### config.mk
export PLATFORM = sky130hd
export DESIGN_NAME = snn_neuron
export DESIGN_NICKNAME = d
export VERILOG_FILES = /design/src/rtl/snn_pkg.sv /design/src/rtl/snn_leak_path.sv /design/src/rtl/snn_syn_sum.sv /design/src/rtl/snn_sat_fire.sv /design/src/rtl/snn_neuron.sv
export SDC_FILE = /design/constraint.sdc
export NUM_CORES = 1
export LEC_CHECK = 0
export CORE_MARGIN = 3
export CORE_UTILIZATION = 56
export CTS_CLUSTER_DIAMETER = 50
export DETAILED_ROUTE_END_ITERATION = 6
export PLACE_DENSITY_LB_ADDON = 0.05
export SETUP_SLACK_MARGIN = 0.02
export SYNTH_ARGS = -nofsm -noshare
export SYNTH_HDL_FRONTEND = slang
export SYNTH_SLANG_ARGS = --single-unit
### constraint.sdc
create_clock -name clk -period 24.6 [get_ports clk]
set_input_delay 4.92 -clock clk [delete_from_list [all_inputs] [get_ports clk]]
set_output_delay 4.92 -clock clk [all_outputs]
set_load 0.005 [all_outputs]
### src/rtl/snn_pkg.sv
// Package: shared fixed-point constants for the spiking neuron.
// Assumes a two's-complement signed format with Q_FRAC fraction bits.
package snn_pkg;
    localparam int Q_W    = 16;
    localparam int Q_FRAC = 12;
    localparam int SRC_N  = 4;
    localparam int DLY_N  = 2;
endpackage

### src/rtl/snn_leak_path.sv
// Leak path: returns the decayed previous potential, or zero after a spike.
// Assumes leak and potential are signed Q(DW-FRAC).FRAC values; the output is
// sign-extended to SUM_W bits, wide enough that no precision is lost.
module snn_leak_path #(
    parameter int DW    = 16,
    parameter int FRAC  = 12,
    parameter int SUM_W = 36
) (
    input  logic [DW-1:0]           leak_i,
    input  logic [DW-1:0]           pot_i,
    input  logic                    fired_i,
    output logic signed [SUM_W-1:0] term_o
);
    localparam int PW = 2 * DW;

    logic signed [PW-1:0] prod;
    logic signed [PW-1:0] scaled;

    // Full-precision product followed by an arithmetic rescale.
    always_comb begin
        prod   = $signed(leak_i) * $signed(pot_i);
        scaled = prod >>> FRAC;
    end

    // Reset mechanism: a spike at the previous step cancels the leak term.
    always_comb begin
        if (fired_i) term_o = '0;
        else         term_o = SUM_W'(scaled);
    end
endmodule

### src/rtl/snn_syn_sum.sv
// Synaptic sum: gates every weight by its delayed spike bit and adds them.
// Assumes entry e = j*ND + (d-1) holds the weight for source j, delay d.
module snn_syn_sum #(
    parameter int DW    = 16,
    parameter int NS    = 4,
    parameter int ND    = 2,
    parameter int SUM_W = 36
) (
    input  logic [DW*NS*ND-1:0]     wgt_i,
    input  logic [NS*ND-1:0]        hist_i,
    output logic signed [SUM_W-1:0] sum_o
);
    localparam int NE = NS * ND;

    logic signed [SUM_W-1:0] gated [NE];

    // One gate per source/delay entry.
    for (genvar e = 0; e < NE; e++) begin : g_gate
        logic signed [DW-1:0] w_e;
        assign w_e      = $signed(wgt_i[e*DW +: DW]);
        assign gated[e] = hist_i[e] ? SUM_W'(w_e) : '0;
    end

    // Adder over all gated entries.
    always_comb begin
        sum_o = '0;
        for (int e = 0; e < NE; e++) sum_o = sum_o + gated[e];
    end
endmodule

### src/rtl/snn_sat_fire.sv
// Saturation and firing: clamps the wide sum to DW bits, compares to 1.0.
// Assumes the input is an exact signed sum; threshold is 1 << FRAC.
module snn_sat_fire #(
    parameter int DW    = 16,
    parameter int FRAC  = 12,
    parameter int SUM_W = 36
) (
    input  logic signed [SUM_W-1:0] sum_i,
    output logic [DW-1:0]           pot_o,
    output logic                    fire_o
);
    localparam logic signed [SUM_W-1:0] MAX_V = SUM_W'((64'sd1 <<< (DW - 1)) - 1);
    localparam logic signed [SUM_W-1:0] MIN_V = -(SUM_W'(64'sd1 <<< (DW - 1)));
    localparam logic signed [DW-1:0]    THR   = DW'(64'sd1 <<< FRAC);

    logic signed [DW-1:0] clamped;

    // Clamp to the signed range instead of wrapping.
    always_comb begin
        if (sum_i > MAX_V)      clamped = MAX_V[DW-1:0];
        else if (sum_i < MIN_V) clamped = MIN_V[DW-1:0];
        else                    clamped = sum_i[DW-1:0];
    end

    // Threshold comparison on the clamped potential.
    always_comb begin
        pot_o  = clamped;
        fire_o = (clamped >= THR);
    end
endmodule

### src/rtl/snn_neuron.sv
// Top: one discrete-time leaky spiking neuron with delayed synaptic input.
// Assumes one update per step_i pulse; holds only its last potential and spike.
module snn_neuron #(
    parameter int DW    = snn_pkg::Q_W,
    parameter int FRAC  = snn_pkg::Q_FRAC,
    parameter int N_SRC = snn_pkg::SRC_N,
    parameter int N_DLY = snn_pkg::DLY_N
) (
    input  logic                      clk,
    input  logic                      rst_n,
    input  logic                      step_i,
    input  logic [DW-1:0]             leak_i,
    input  logic [DW-1:0]             cur_i,
    input  logic [DW*N_SRC*N_DLY-1:0] wgt_i,
    input  logic [N_SRC*N_DLY-1:0]    hist_i,
    output logic [DW-1:0]             pot_o,
    output logic                      spike_o
);
    localparam int NE    = N_SRC * N_DLY;
    localparam int SUM_W = 2 * DW + $clog2(NE + 2) + 1;

    logic signed [SUM_W-1:0] leak_term;
    logic signed [SUM_W-1:0] syn_term;
    logic signed [SUM_W-1:0] total;
    logic [DW-1:0]           pot_next;
    logic                    fire_next;

    snn_leak_path #(.DW(DW), .FRAC(FRAC), .SUM_W(SUM_W)) u_leak (
        .leak_i  (leak_i),
        .pot_i   (pot_o),
        .fired_i (spike_o),
        .term_o  (leak_term)
    );

    snn_syn_sum #(.DW(DW), .NS(N_SRC), .ND(N_DLY), .SUM_W(SUM_W)) u_syn (
        .wgt_i  (wgt_i),
        .hist_i (hist_i),
        .sum_o  (syn_term)
    );

    // Combine leak, synapses and external current.
    always_comb total = leak_term + syn_term + SUM_W'($signed(cur_i));

    snn_sat_fire #(.DW(DW), .FRAC(FRAC), .SUM_W(SUM_W)) u_sat (
        .sum_i  (total),
        .pot_o  (pot_next),
        .fire_o (fire_next)
    );

    // State register: advance once per step strobe.
    always_ff @(posedge clk) begin
        if (!rst_n) begin
            pot_o   <= '0;
            spike_o <= 1'b0;
        end else if (step_i) begin
            pot_o   <= pot_next;
            spike_o <= fire_next;
        end
    end
endmodule

# Word level (Yosys, flattened, before mapping)
# Cells that the tools add are included.
# word_totals
reg_bits	17
out_inout_bits	17
wordCells	26
# classes
addsub	9
multipliers	1
n_lt_le_gt_ge	3
muxes	11
# ops
operator	n
$mux 37	9
$add 37x37->37	8
$add 37x16->37	1
$gt 37x16->1 const B	1
$lt 37x16->1 const B	1
$mul 16x16->32	1
$mux 16	2
$ge 16x14->1 const B	1

# Depth between registers and ports, before layout
# depth
depth_word	14
depth_mapped	46

# Cells and area by module
# From an unflattened synthesis, not the netlist that was laid out.
# unflattened
cells_unflattened	1988
hier_area_um2	17654.4
# modules_own_cells
module	n_inst	cells_per_inst	area_each_um2
snn_leak_path	1	1116	9915.8
snn_syn_sum	1	457	4119.0
snn_neuron	1	379	3352.0
snn_sat_fire	1	36	267.8

# Worst setup path before layout
# No wires, ideal clock.
# synth_path
path_type	in2reg
start	input port leak_i[15]
end	register pot_o[4]
setup_time_ps	66
arrival_time_ps	15839
required_ps	24534
setup_slack_ps	8695
stages	40
path_cell_list	clkbuf_1 > nand2_1 > inv_1 > fa_1 > inv_1 > fa_1 > inv_1 > fa_1 > fa_1 > fa_1 > inv_1 > fa_1 > inv_1 > ha_1 > and3_1 > and2_1 > o21a_1 > a211oi_1 > (+4 left out) > fa_1 > inv_1 > fa_1 > inv_1 > fa_1 > inv_1 > ha_1 > and2_0 > buf_4 > nand2_1 > or4_1 > and4_4 > a211oi_1 > or4b_4 > o31ai_4 > buf_6 > nand3b_1 > a21oi_2
# synth_via
elab_chain_cells	7
elab_cells_between_ends	8
classes_between	add/sub: 2; mul: 1; order compare: 2; mux: 3
# synth_lines
element	line	source
start, declared	snn_neuron.sv:12	input logic [DW-1:0] leak_i,
$mul 16x16->32 *	snn_leak_path.sv:21	prod = $signed(leak_i) * $signed(pot_i);
$mux 37 *	snn_leak_path.sv:27	if (fired_i) term_o = '0;
$add 37x37->37 *	snn_neuron.sv:42	always_comb total = leak_term + syn_term + SUM_W'($signed(cur_i));
$add 37x16->37 *	snn_neuron.sv:42	
$lt 37x16->1	snn_sat_fire.sv:21	else if (sum_i < MIN_V) clamped = MIN_V[DW-1:0];
$mux 16	snn_sat_fire.sv:21	
$mux 16 *	snn_sat_fire.sv:20	if (sum_i > MAX_V) clamped = MAX_V[DW-1:0];
end signal, assigned	snn_neuron.sv:56	pot_o <= pot_next;
end, declared	snn_neuron.sv:16	output logic [DW-1:0] pot_o,
# Mark *: on every way between the ends. The rest lies on a longest branch, timed or not.
# A chain may end at the register's enable or synchronous reset.

# Final worst setup path
# layout_path
start	input port leak_i[7]
end	register pot_o[0]
# Same word-level chain as after synthesis.

==> flow_metrics.tcl <==
set metrics [dict create \
    chipWidth_um 175.7 \
    diodes 0 \
    cts_tree "built" \
    die_y_um 175.7 \
    syn_nets 2496 \
    hold_viol 0 \
    status "finished clean" \
    cp-start-kind "primary input" \
    hold_class "flop to flop" \
    max_cap_violations 0 \
    cp_max_fo 16 \
    critPathLaunch "leak_i[7]" \
    fillers 2481 \
    num-nets-final 2635 \
    period_minus_slack_ns 17.90 \
    crit_top_cell "fa_1" \
    cts_root_buf "clkbuf_16" \
    cts_hold_buf 0 \
    rsz0062_at_grt "false" \
    syn_to_final_growth_pct 13.90 \
    setup_ws_ns 6.702 \
    numClockSinks 17 \
    end_kind "flop" \
    vias 12350 \
    die-area_um2 30860 \
    critPathKind "primary input to flop" \
    htree_num_levels 1 \
    synthCells 1803 \
    io_pins 188 \
    final.period_utilization_pct 72.76 \
    cp-endpoint "pot_o[0]" \
    grt_max_degree 22 \
    ys_seq_elements 17 \
    place_ws_ns 6.625 \
    portBuffers 187 \
    regToRegSetupSlack_ns 11.44 \
    yosysSeqAreaShare_pct 2.111 \
    syn_area_per_cell_um2 8.942 \
    ys.flop_type "dfxtp_1" \
    worst_pin_slew_ns 0.9692 \
    drtIter0Drc 753 \
    yosysWarnings 0 \
    grt_pass1_wl_mm 68.92 \
    drv_slew 0 \
    start_util_pct 57.40 \
    cts_inserted_buffers 3 \
    hold_start "pot_o[9]" \
    yosysUniqueCellTypes 66 \
    grt_usage_pct 28.02 \
    wl_mm 41.02 \
    reg2reg_to "pot_o[0]" \
    required_ns 24.70 \
    wl_per_cell_um 17.69 \
    synth_edf_count 0 \
    firstDrtPassIters 6 \
    cts_setup_buffers 0 \
    cts_resized 0 \
    clock_latency_ns 0.25 \
    async_reset_ff_share_pct 0 \
    avgViaCountPerCell 5.326 \
    dp_hpwl_mm 35.14 \
    r2r_start "pot_o[1]" \
    slew_headroom_pct 35.30 \
    clkTransAtPathRegs_ns 0.06 \
    worstRegToRegCells 38 \
    setup_viol 0 \
    drive_above_1_share_pct 1.236 \
    cp.arrival_ns 18.00 \
    num_rows 61 \
    setup_tns_ns 0 \
    skew_ns 0.005942 \
    max_stage_delay_ns 0.89 \
    gp_congestion 0.8802 \
    grt_overflow 0 \
    max_freq_ghz 0.05587 \
    core_um2 28090 \
    ant_nets 0 \
    cp_slowest_cell "clkdlybuf4s50_1" \
    antenna_found_initial 0 \
    grt_pass1_vias 13663 \
    drc 0 \
    netlist_area_um2 16120 \
    clk_path_buf_depth 2 \
]
==> metrics by stage <==
step                      instance area, um^2  hold WS (ns)  std cells  util, %
final                                   18360        0.5329       2319    65.38
after detailed placement                18280        0.5145       2315    65.09
after global routing                    18360        0.5719       2319    65.38
after CTS                               18360        0.5298       2319    65.38
after floorplan                         16120        0.5242       1803        -
after global placement                  18280        0.5111       2315    65.09
==> area by class of cell <==
type | count | area [um^2] | share of cell area, %
clock buffer | 3 | 75.07 | 0.4088
timing repair buffer | 195 | 1932 | 10.52
sequential | 17 | 340.3 | 1.853
multi-input combinational | 1292 | 13910 | 75.75
clock inverter | 1 | 7.507 | 0.04088
inverter | 433 | 1625 | 8.851
tap | 378 | 473.0 | 2.575
==> layer usage <==
metal / GRT usage (%) / vias to the layer above / share of wire, % / wire length (um)
met2: 50.77 / 354 / 53 / 21630
li1: - / 5665 / - / -
met3: 3.675 / 53 / 5.4 / 2212
met4: 5.213 / 0 / 2.0 / 815
met5: 0 / - / 0 / 0
met1: 36.43 / 6278 / 40 / 16370
==> registers in the layout (all words and copies together), names as in the netlist <==
register	cells
spike_o	1
pot_o	16
==> how the worst min path moves through the flow <==
stage                     endpoint  slack, ns  cells after the start
after floorplan           pot_o[0]       0.52                      2
after global placement    pot_o[9]       0.51                      2
after detailed placement  pot_o[9]       0.51                      2
after CTS                 pot_o[9]       0.53                      2
after global routing      pot_o[9]       0.57                      2
final                     pot_o[9]       0.53                      2
==> critical path, delay by kind of cell <==
kind | cells | cell delay (ns)
AO/OA/AOI/OAI | 11 | 3.80
AND/OR/NAND/NOR | 5 | 1.57
adder cells (fa/ha/maj) | 13 | 6.45
buffers and inverters | 8 | 1.23
==> synthesized netlist by cell type (5+ instances only) <==
master | instances | area share, %
a211oi_1 | 15 | 0.70
a21o_1 | 15 | 0.70
a21oi_1 | 52 | 1.6
and2_1 | 192 | 7.4
buf_2 | 5 | 0.16
clkbuf_1 | 53 | 1.2
dfxtp_1 | 17 | 2.1
fa_1 | 414 | 51
ha_1 | 108 | 8.4
inv_1 | 433 | 10
nand2_1 | 231 | 5.4
nand2b_1 | 8 | 0.31
nand3_1 | 14 | 0.43
nand4_1 | 12 | 0.47
nor2_1 | 50 | 1.2
nor2b_1 | 7 | 0.27
nor3_1 | 9 | 0.28
o211ai_1 | 7 | 0.33
o21a_1 | 8 | 0.37
o21ai_0 | 40 | 1.2
o21bai_1 | 6 | 0.28
xnor2_1 | 27 | 1.5
xor2_1 | 10 | 0.54
==> cells by family after synthesis <==
kind of cell	after synthesis	share of synthesized area [%]
AND/OR/NAND/NOR	547	16.93
adder cells (fa/ha/maj)	522	59.79
buffers and inverters	494	11.61
AO/OA/AOI/OAI	183	7.365
XOR/XNOR	37	2.010
flip-flops	17	2.111
multiplexers	3	0.1940
==> layout by cell type (no fill, tap or decap), types with 14 or more instances in the layout <==
| master | n |
|---|---|
| a211oi_1 | 15 |
| xnor2_1 | 27 |
| fa_1 | 414 |
| inv_1 | 433 |
| dfxtp_1 | 17 |
| nor2_1 | 50 |
| clkdlybuf4s50_1 | 187 |
| nand2_1 | 231 |
| a21o_1 | 15 |
| ha_1 | 108 |
| o21ai_0 | 40 |
| nand3_1 | 14 |
| a21oi_1 | 52 |
| and2_1 | 192 |
Power is not shown: default switching activity piles up to over one toggle a cycle in this logic, so the estimate is an artifact.
